$ cat config.mk
export PLATFORM = sky130hd
export DESIGN_NAME = fuse_detector
export DESIGN_NICKNAME = d
export VERILOG_FILES = /design/src/rtl/fuse_pkg.sv /design/src/rtl/fuse_slot_decode.sv /design/src/rtl/fuse_chain_match.sv /design/src/rtl/fuse_detector.sv
export SDC_FILE = /design/constraint.sdc
export NUM_CORES = 1
export LEC_CHECK = 0
export BUFFER_PORTS_ARGS = -buffer_cell sky130_fd_sc_hd__buf_2
export CAP_MARGIN = 25
export CELL_PAD_IN_SITES_DETAIL_PLACEMENT = 1
export CELL_PAD_IN_SITES_GLOBAL_PLACEMENT = 2
export CORE_ASPECT_RATIO = 0.8
export CORE_MARGIN = 8
export CORE_UTILIZATION = 26
export CTS_CLUSTER_DIAMETER = 80
export DETAILED_ROUTE_END_ITERATION = 6
export GPL_TIMING_DRIVEN = 0
export PLACE_DENSITY = 0.8
export SYNTH_ARGS = -nofsm -noshare
export SYNTH_HDL_FRONTEND = slang
export SYNTH_SLANG_ARGS = --single-unit
$ cat constraint.sdc
create_clock -name clk -period 2.7 [get_ports clk]
set_input_delay 0.405 -clock clk [delete_from_list [all_inputs] [get_ports clk]]
set_output_delay 0.405 -clock clk [all_outputs]
set_load 0.01 [all_outputs]
$ cat src/rtl/fuse_pkg.sv
package fuse_pkg;

  localparam int unsigned ILEN   = 32;
  localparam int unsigned RIDX_W = 5;
  localparam int unsigned SHW    = 6;
  localparam int unsigned NSLOT  = 3;
  localparam int unsigned CNT_W  = $clog2(NSLOT + 1);

  localparam logic [6:0] OPC_OPIMM = 7'b0010011;
  localparam logic [6:0] OPC_OPREG = 7'b0110011;
  localparam logic [6:0] OPC_LOAD  = 7'b0000011;
  localparam logic [2:0] F3_SHL    = 3'b001;
  localparam logic [2:0] F3_ADD    = 3'b000;
  localparam logic [2:0] F3_WORD   = 3'b010;

  typedef logic [RIDX_W-1:0] ridx_t;

  typedef struct packed {
    logic           is_shl;
    logic           is_add;
    logic           is_ldw;
    ridx_t          rd;
    ridx_t          rs1;
    ridx_t          rs2;
    logic [SHW-1:0] shamt;
  } slot_dec_t;

  typedef struct packed {
    ridx_t          ld_rd;
    ridx_t          base;
    ridx_t          idx;
    logic [SHW-1:0] shamt;
    ridx_t          idx_rd;
    ridx_t          sum_rd;
    logic           idx_wen;
    logic           sum_wen;
  } fused_uop_t;

endpackage

$ cat src/rtl/fuse_slot_decode.sv
module fuse_slot_decode
  import fuse_pkg::*;
(
  input  logic [ILEN-1:0] insn,
  output slot_dec_t       dec
);

  logic [6:0] opc;
  logic [2:0] f3;
  logic [6:0] f7;
  logic [5:0] f6;
  logic [11:0] imm_i;

  always_comb begin
    opc   = insn[6:0];
    f3    = insn[14:12];
    f7    = insn[31:25];
    f6    = insn[31:26];
    imm_i = insn[31:20];

    dec.rd    = insn[11:7];
    dec.rs1   = insn[19:15];
    dec.rs2   = insn[24:20];
    dec.shamt = insn[25:20];

    dec.is_shl = (opc == OPC_OPIMM) && (f3 == F3_SHL)  && (f6 == 6'd0);
    dec.is_add = (opc == OPC_OPREG) && (f3 == F3_ADD)  && (f7 == 7'd0);
    dec.is_ldw = (opc == OPC_LOAD)  && (f3 == F3_WORD) && (imm_i == 12'd0);
  end

endmodule

$ cat src/rtl/fuse_chain_match.sv
module fuse_chain_match
  import fuse_pkg::*;
#(
  parameter int unsigned SCALE_SHAMT = 2
) (
  input  logic [NSLOT-1:0] vld,
  input  slot_dec_t        dec_shl,
  input  slot_dec_t        dec_add,
  input  slot_dec_t        dec_ldw,
  output logic             hit,
  output fused_uop_t       uop
);

  logic  idx_on_rs1;
  logic  idx_on_rs2;
  logic  add_chained;
  logic  ldw_chained;
  logic  base_clash;
  logic  zero_dest;
  logic  shift_ok;
  logic  kinds_ok;
  ridx_t base_sel;

  always_comb begin
    idx_on_rs1  = (dec_add.rs1 == dec_shl.rd);
    idx_on_rs2  = (dec_add.rs2 == dec_shl.rd);
    add_chained = idx_on_rs1 | idx_on_rs2;
    base_sel    = idx_on_rs1 ? dec_add.rs2 : dec_add.rs1;
    base_clash  = (base_sel == dec_shl.rd);
    ldw_chained = (dec_ldw.rs1 == dec_add.rd);
    zero_dest   = (dec_shl.rd == '0) | (dec_add.rd == '0);
    shift_ok    = (dec_shl.shamt == SHW'(SCALE_SHAMT));
    kinds_ok    = dec_shl.is_shl & dec_add.is_add & dec_ldw.is_ldw;

    hit = (&vld) & kinds_ok & shift_ok & add_chained & ldw_chained
        & ~base_clash & ~zero_dest;

    uop = '0;
    if (hit) begin
      uop.ld_rd   = dec_ldw.rd;
      uop.base    = base_sel;
      uop.idx     = dec_shl.rs1;
      uop.shamt   = dec_shl.shamt;
      uop.idx_rd  = dec_shl.rd;
      uop.sum_rd  = dec_add.rd;
      uop.idx_wen = (dec_shl.rd != dec_add.rd) && (dec_shl.rd != dec_ldw.rd);
      uop.sum_wen = (dec_add.rd != dec_ldw.rd);
    end
  end

  logic unused_fields;
  assign unused_fields = ^{dec_shl.is_add, dec_shl.is_ldw, dec_shl.rs2,
                           dec_add.is_shl, dec_add.is_ldw, dec_add.shamt,
                           dec_ldw.is_shl, dec_ldw.is_add, dec_ldw.rs2,
                           dec_ldw.shamt};

endmodule

$ cat src/rtl/fuse_detector.sv
module fuse_detector
  import fuse_pkg::*;
#(
  parameter int unsigned SCALE_SHAMT = 2
) (
  input  logic              clk,
  input  logic              rst_n,
  input  logic [NSLOT-1:0]  in_vld,
  input  logic [ILEN-1:0]   in_insn0,
  input  logic [ILEN-1:0]   in_insn1,
  input  logic [ILEN-1:0]   in_insn2,
  output logic              out_vld,
  output logic              out_fused,
  output logic [CNT_W-1:0]  out_consumed,
  output logic [ILEN-1:0]   out_insn,
  output logic [RIDX_W-1:0] out_ld_rd,
  output logic [RIDX_W-1:0] out_base,
  output logic [RIDX_W-1:0] out_idx,
  output logic [SHW-1:0]    out_shamt,
  output logic [RIDX_W-1:0] out_idx_rd,
  output logic [RIDX_W-1:0] out_sum_rd,
  output logic              out_idx_wen,
  output logic              out_sum_wen
);

  // Reset release synchroniser
  logic [1:0] rst_pipe_q;
  logic       rst_sync_n;

  always_ff @(posedge clk or negedge rst_n) begin
    if (!rst_n) rst_pipe_q <= 2'b00;
    else        rst_pipe_q <= {rst_pipe_q[0], 1'b1};
  end
  assign rst_sync_n = rst_pipe_q[1];

  // Per-slot decode
  logic [ILEN-1:0] win [NSLOT];
  slot_dec_t       dec [NSLOT];

  assign win[0] = in_insn0;
  assign win[1] = in_insn1;
  assign win[2] = in_insn2;

  for (genvar s = 0; s < NSLOT; s++) begin : g_slot
    fuse_slot_decode u_dec (
      .insn (win[s]),
      .dec  (dec[s])
    );
  end

  // Chain match
  logic       hit;
  fused_uop_t uop;

  fuse_chain_match #(.SCALE_SHAMT(SCALE_SHAMT)) u_match (
    .vld     (in_vld),
    .dec_shl (dec[0]),
    .dec_add (dec[1]),
    .dec_ldw (dec[2]),
    .hit     (hit),
    .uop     (uop)
  );

  // Next state
  logic             vld_d,   vld_q;
  logic             fused_d, fused_q;
  logic [CNT_W-1:0] cnt_d,   cnt_q;
  logic [ILEN-1:0]  insn_d,  insn_q;
  fused_uop_t       uop_d,   uop_q;
  logic             upd_en;

  always_comb begin
    vld_d   = in_vld[0];
    fused_d = hit;
    uop_d   = uop;
    if (hit)            cnt_d = CNT_W'(NSLOT);
    else if (in_vld[0]) cnt_d = CNT_W'(1);
    else                cnt_d = '0;
    insn_d  = (in_vld[0] && !hit) ? in_insn0 : '0;
    upd_en  = in_vld[0] | vld_q;
  end

  // Registers
  always_ff @(posedge clk or negedge rst_sync_n) begin
    if (!rst_sync_n) begin
      vld_q   <= 1'b0;
      fused_q <= 1'b0;
      cnt_q   <= '0;
      insn_q  <= '0;
      uop_q   <= '0;
    end else if (upd_en) begin
      vld_q   <= vld_d;
      fused_q <= fused_d;
      cnt_q   <= cnt_d;
      insn_q  <= insn_d;
      uop_q   <= uop_d;
    end
  end

  assign out_vld      = vld_q;
  assign out_fused    = fused_q;
  assign out_consumed = cnt_q;
  assign out_insn     = insn_q;
  assign out_ld_rd    = uop_q.ld_rd;
  assign out_base     = uop_q.base;
  assign out_idx      = uop_q.idx;
  assign out_shamt    = uop_q.shamt;
  assign out_idx_rd   = uop_q.idx_rd;
  assign out_sum_rd   = uop_q.sum_rd;
  assign out_idx_wen  = uop_q.idx_wen;
  assign out_sum_wen  = uop_q.sum_wen;

endmodule

==> flow_summary_export.csv, run 1 <==
group,metric,value,unit
worst_setup_path,critical_path_class,"primary input to register",
yosys,synth_cells,261,
route,via_count,2861,
global_routing,antenna_found_initial,0,
sta,worst_slew_pin_slew,0.918,ns
sta,layout_setup_ws,0.116,ns
yosys,yosys.area.top_type,"dfrtp_1",
yosys,yosysUniqueCellTypes,32,
sta,rsz0062_at_grt,"no",
yosys,yosysSeqAreaShare,55.8,%
placement,dp_worst_setup_slack,-0.354,ns
sta,fin_crit,2.58,ns
min_path,hold_class,"primary input to register",
clocking,cts_setup_buffers,0,
route,drcViolationCount,0,
route,routedWlPerCell,19.9,um
finish,diodes,0,
clocking,clk_latency,0.33,ns
sta,slew_viol_final,0,
sta,fmax,387,MHz
pwr,leakage,2.24,nW
global_routing,grt_max_degree,69,
flow_run,maxCapViolCount,0,
pwr,ir_drop,0.000341,V
pwr,power.density,603,nW/um^2
sta,fin_crit_sh,95.7,%
floorplanning,core_area,12000,um^2
clocking,ctsHtreeMaxLevel,3,
clocking,numCtsBuffers,9,
finish,nets,533,
yosys,synthesis.area,3140,um^2
floorplanning,initial_utilization,26.2,%
placement,io_buffer_count,159,
floorplanning,die_y,114,um
sta,relSlewSlack,38.8,%
global_routing,grt_pass1_wl,18.7,mm
yosys,syn_area_per_cell,12.0,um^2
yosys,synthTopCellsByArea,"dfrtp_1 56%, a22o_1 10%, a32o_1 5.1%",
route,drt_iter0_markers,103,
clocking,clkTransAtPathRegs,0.06,ns
route,routed_wl,11.7,mm
floorplanning,rows,36,
sta,setup_viol,0,
worst_setup_path,max_stage_delay,0.58,ns
worst_setup_path,critPathTopFamily,"simple AND/OR/NAND/NOR gates",
route,viasPerCell,4.86,
route,first_pass_iters,4,
yosys,ys_seq_elements,70,
worst_setup_path,cp-start-kind,"primary input",
worst_setup_path,cp-end-kind,"register",
global_routing,grt.total_usage,15.1,%
worst_setup_path,crit_chain,"buf_2 > nor4_1 > nand4_1 > or4_1 > nor4_1 > clkbuf_1 > a22o_1",
yosys,synth_warnings,0,
clocking,clockBufferDepth,2,
worst_setup_path,path_max_fanout,10,
floorplanning,die_x,139,um
yosys,yosysTopAreaCellShare,55.8,%
finish,drive_gt1_share,43.0,%
worst_setup_path,path_buf_inv,2,
floorplanning,io_pins,170,
worst_setup_path,critical-path-top-cell-by-count,"nor4_1",
finish,final_core_util,37.3,%
sta,skew,0.00662,ns
global_routing,grt-ovfl-total,0,
worst_setup_path,crit_path_top_delay_cell,"or4_1",
placement,gp_congestion,0.778,
worst_setup_path,cp.required,2.96,ns
sta,hold_viol,0,
clocking,root_buffer,"clkbuf_16",
route,antenna_left,0,
finish,syn_to_final_growth,42.1,%
clocking,cts.sinks,70,
worst_setup_path,worstPathArrival,2.84,ns
global_routing,first_global_vias,3292,
placement,dp_hpwl,9.20,mm
clocking,cts_tree,"built",
floorplanning,die_area,15900,um^2
yosys,syn_nets,362,
outcome,status,"finished, final reports clean",
==> registers in the layout (all words and copies together) (netlist names) <==
signal,flops
out_base,5
out_consumed,1
out_fused,1
out_idx,5
out_idx_rd,5
out_idx_wen,1
out_insn,32
out_ld_rd,5
out_shamt,6
out_sum_rd,5
out_sum_wen,1
out_vld,1
rst_pipe_q,2
==> layout make-up <==
type	instances	area (um^2)
fill	1385	7520
sequential	70	1760
multi-input combinational	162	1260
timing repair buffer	160	806
clock buffer	10	229
tap	152	190
buffer	28	136
clock inverter	6	86.3
inverter	1	3.75
==> cell usage after synthesis <==
cell,instances
a21o_1,1
a221o_1,1
a222oi_1,1
a22o_1,37
a22oi_1,1
a32o_1,16
and2_1,6
and4_1,1
buf_1,3
buf_2,6
buf_4,2
buf_6,2
clkbuf_1,15
conb_1,1
dfrtp_1,70
inv_1,1
mux2i_1,5
nand2_1,12
nand3_1,7
nand4_1,5
nor2_1,3
nor3_1,4
nor4_1,9
nor4b_1,4
nor4b_2,1
nor4bb_1,5
o21ai_0,6
o41ai_1,1
or3_1,4
or4_1,2
xnor2_1,13
xor2_1,16
==> logic make-up (layout without fill, tap and decap cells) <==
logic type      count (synthesis)  after routing  synth area share, %
mux                             5              5                 1.59
other cells                     1              1                0.119
simple gates                   63             63                 12.3
compound gates                 64             64                 17.8
xor+xnor                       29             29                 8.08
flops                          70             70                 55.8
buf+inv                        29            205                 4.42
==> cell usage in the layout, fill, tap and decap left out, drive strengths merged, types with 2 or more instances in the layout <==
master | netlist | layout
and2 | 6 | 6
nand3 | 7 | 7
nor4b | 5 | 5
nand4 | 5 | 5
a32o | 16 | 16
nor2 | 3 | 3
a22o | 37 | 37
bufinv | 0 | 2
or3 | 4 | 4
o21ai | 6 | 6
nor4 | 9 | 9
nor4bb | 5 | 5
clkbuf | 15 | 25
or4 | 2 | 2
nand2 | 12 | 12
clkinv | 0 | 3
buf | 13 | 172
xor2 | 16 | 16
xnor2 | 13 | 13
mux2i | 5 | 5
dfrtp | 70 | 70
nor3 | 4 | 4
==> worst register-to-register path, delay by kind of cell (launching register included) <==
family | cells | cell delay (ns)
compound gates | 1 | 0.23
buf+inv | 2 | 0.98
flops | 1 | 0.40
simple gates | 1 | 0.19
==> timing repair <==
action	4_1_cts	5_1_grt
endpoints found under the hold margin	2	0
gates resized for setup	0	3
hold buffers	1	0
endpoints found under the setup margin	20	35
==> where the power goes <==
| part | internal, mW | switching, mW | leakage, nW |
|---|---|---|---|
| Clock | 0.807 | 0.451 | 0.152 |
| Sequential | 1.09 | 0.0400 | 0.924 |
| Combinational | 0.144 | 0.161 | 1.16 |
==> per-layer routing <==
metal	routed length, um	share of wire, %	vias to the layer above	global-route usage [%]
met1	5320	45	1429	18.7
met3	816	7.0	8	5.92
li1	-	-	1327	-
met5	0	0	-	0
met4	74	0.63	0	3.79
met2	5520	47	97	24.1
==> final timing paths <==
kind / depth (start not counted) / slack (ns) / startpoint / endpoint
hold reg to reg: 0 / 0.36 / rst_pipe_q[0] / rst_pipe_q[1]
max in group asynchronous: 0 / 1.63 / rst_pipe_q[1] / out_idx_rd[1]
setup reg to reg: 4 / 0.85 / out_vld / out_insn[26]
hold / removal: 2 / 0.32 / in_insn0[13] / out_insn[13]
min in group asynchronous: 2 / 0.39 / rst_n / rst_pipe_q[1]
setup / recovery: 7 / 0.12 / in_insn0[29] / out_sum_rd[1]
==> through the flow <==
stage                     std cells  power, mW  hold slack [ns]  cell area, um^2  TNS, ns
after floorplan                 261       1.28            0.109             3140        0
after global placement          572       1.45            0.191             4130   -26.75
after detailed placement        572       1.46            0.194             4130   -12.40
after CTS                       589       2.75            0.302             4460   -0.141
after global routing            589       2.82            0.301             4460        0
final                           589       2.69            0.318             4460        0
No activity file was read; power rests on OpenSTA's default activity.
==> run 2, diff against run 1 <==
==> constraint.sdc (replaced) <==
create_clock -name clk -period 2.7 [get_ports clk]
set_input_delay 0.135 -clock clk [delete_from_list [all_inputs] [get_ports clk]]
set_output_delay 0.135 -clock clk [all_outputs]
set_load 0.01 [all_outputs]
==> run 2 against run 1 <==
Net effect: clock power barely moved; via count rose by 0.10%; critical path type unchanged; clock-buffer cell count did not move; sequential share of layout area rose by 0.066 points; critical endpoint is now out_idx[1].
==> flow_summary_export.csv, run 2 (synthesized netlist as in run 1, its figures left out) <==
group,metric,value,unit
min_path,hold_class,"primary input to register",
global_routing,grtUsageMet3,5.92,%
sta,hold_viol,0,
worst_setup_path,crit_chain,"buf_2 > nor4bb_1 > nand4_1 > or4_1 > nor4_1 > clkbuf_1 > a22o_1",
floorplanning,initial_utilization,26.2,%
global_routing,grt.total_usage,15.1,%
global_routing,use_met1,18.7,%
finish,stdcell_area,4460,um^2
global_routing,busiest_layer,"met2",
sta,slew_viol_final,0,
sta,layout_setup_ws,0.351,ns
sta,fmax,426,MHz
worst_setup_path,worstPathArrival,2.62,ns
global_routing,first_global_vias,3292,
worst_setup_path,critical_path_class,"primary input to register",
worst_setup_path,cp-end-kind,"register",
route,routedWlPerCell,19.9,um
pwr,leakage,2.23,nW
floorplanning,die_x,139,um
floorplanning,die_y,114,um
flow_run,maxCapViolCount,0,
route,via_count,2864,
route,drt_iter0_markers,103,
floorplanning,die_area,15900,um^2
global_routing,grt-ovfl-total,0,
worst_setup_path,max_stage_delay,0.61,ns
worst_setup_path,path_max_fanout,10,
worst_setup_path,crit_path_top_delay_cell,"or4_1",
placement,dp_hpwl,9.20,mm
clocking,clkTransAtPathRegs,0.06,ns
floorplanning,rows,36,
placement,placed_cell_area,4130,um^2
sta,worst_slew_pin_slew,0.918,ns
worst_setup_path,cp-start-kind,"primary input",
sta,rsz0062_at_grt,"no",
sta,tns,0,ns
route,first_pass_iters,4,
finish,final_core_util,37.2,%
finish,diodes,0,
floorplanning,core_area,12000,um^2
clocking,clk_latency,0.33,ns
route,drcViolationCount,0,
clocking,cts_resized,0,
placement,io_buffer_count,159,
finish,final_common_cell,"buf_2",
sta,setup_viol,0,
sta,fin_crit_sh,87.0,%
clocking,ctsHtreeMaxLevel,3,
placement,gp_congestion,0.778,
outcome,status,"finished, final reports clean",
global_routing,grt_max_degree,69,
clocking,cts.sinks,70,
global_routing,use_met2,24.1,%
sta,fin_crit,2.35,ns
clocking,cts_tree,"built",
route,routed_wl,11.7,mm
clocking,root_buffer,"clkbuf_16",
finish,largest_reg_flops,32,
route,viasPerCell,4.86,
finish,final_cell_mix,"165 x buf_2, 69 x dfrtp_1, 37 x a22o_1",
finish,syn_to_final_growth,41.9,%
finish,nets,533,
pwr,power.density,604,nW/um^2
clocking,numCtsBuffers,9,
placement,dp_worst_setup_slack,-0.0839,ns
floorplanning,io_pins,170,
finish,drive_gt1_share,42.6,%
global_routing,antenna_found_initial,0,
pwr,ir_drop,0.000346,V
clocking,clockBufferDepth,2,
sta,skew,0.00663,ns
worst_setup_path,cp.required,2.97,ns
route,antenna_left,0,
sta,relSlewSlack,38.8,%
global_routing,grt_pass1_wl,18.7,mm
## run 2: cell count changes in the layout (fill, tap and decap cells not counted)
cell and change:
clkbuf_2 -1, clkbuf_1 +1, nor4bb_2 -1, nor4bb_1 +1
## run 2: layer usage
metal	vias to the layer above	routed length, um	share of wire (%)
li1	1326	-	-
met1	1429	5280	45
met2	101	5540	47
met4	0	56	0.48
met5	-	0	0
met3	8	857	7.3
## run 2: worst paths after layout
check | startpoint | end | slack [ns] | cells past startpoint
worst min-delay path | in_insn0[13] | out_insn[13] | 0.04 | 2
worst max-delay path | in_insn0[3] | out_idx[1] | 0.35 | 7
worst max register to register | out_vld | out_insn[26] | 0.85 | 4
min in group asynchronous | rst_n | rst_pipe_q[1] | 0.12 | 2
worst min register to register | rst_pipe_q[0] | rst_pipe_q[1] | 0.36 | 0
max in group asynchronous | rst_pipe_q[1] | out_idx_rd[1] | 1.63 | 0
## run 2: final cells by class
type	count	area, um^2
clock buffers	10	229
repair buffers	160	806
plain buffers	28	135
clock inverters	6	86.3
inverters	1	3.75
flip-flops and latches	70	1760
fillers	1386	7520
well taps	152	190
multi-input cells	162	1250
## run 2: repair_timing
| item | CTS | global route |
|---|---|---|
| hold buffers | 1 | 0 |
| hold endpoints to repair | 2 | 0 |
| setup buffers | 0 | 0 |
## run 2: metrics by stage
step	cells	power, mW	hold slack, ns
2_1_floorplan	261	1.28	-0.161
3_3_place_gp	572	1.45	-0.0786
3_5_place_dp	572	1.46	-0.0764
4_1_cts	589	2.75	0.0315
5_1_grt	589	2.82	0.0312
6_report	589	2.69	0.0439
## run 2: power by group
part | internal, mW | switching, mW
Clock | 0.807 | 0.455
Sequential | 1.09 | 0.0400
Combinational | 0.143 | 0.161
## run 2: worst max-delay path: cells and delay by family
family,cells,cell delay (ns)
AND/OR/NAND/NOR,4,1.69
buffers and inverters,2,0.58
AO/OA/AOI/OAI,1,0.21
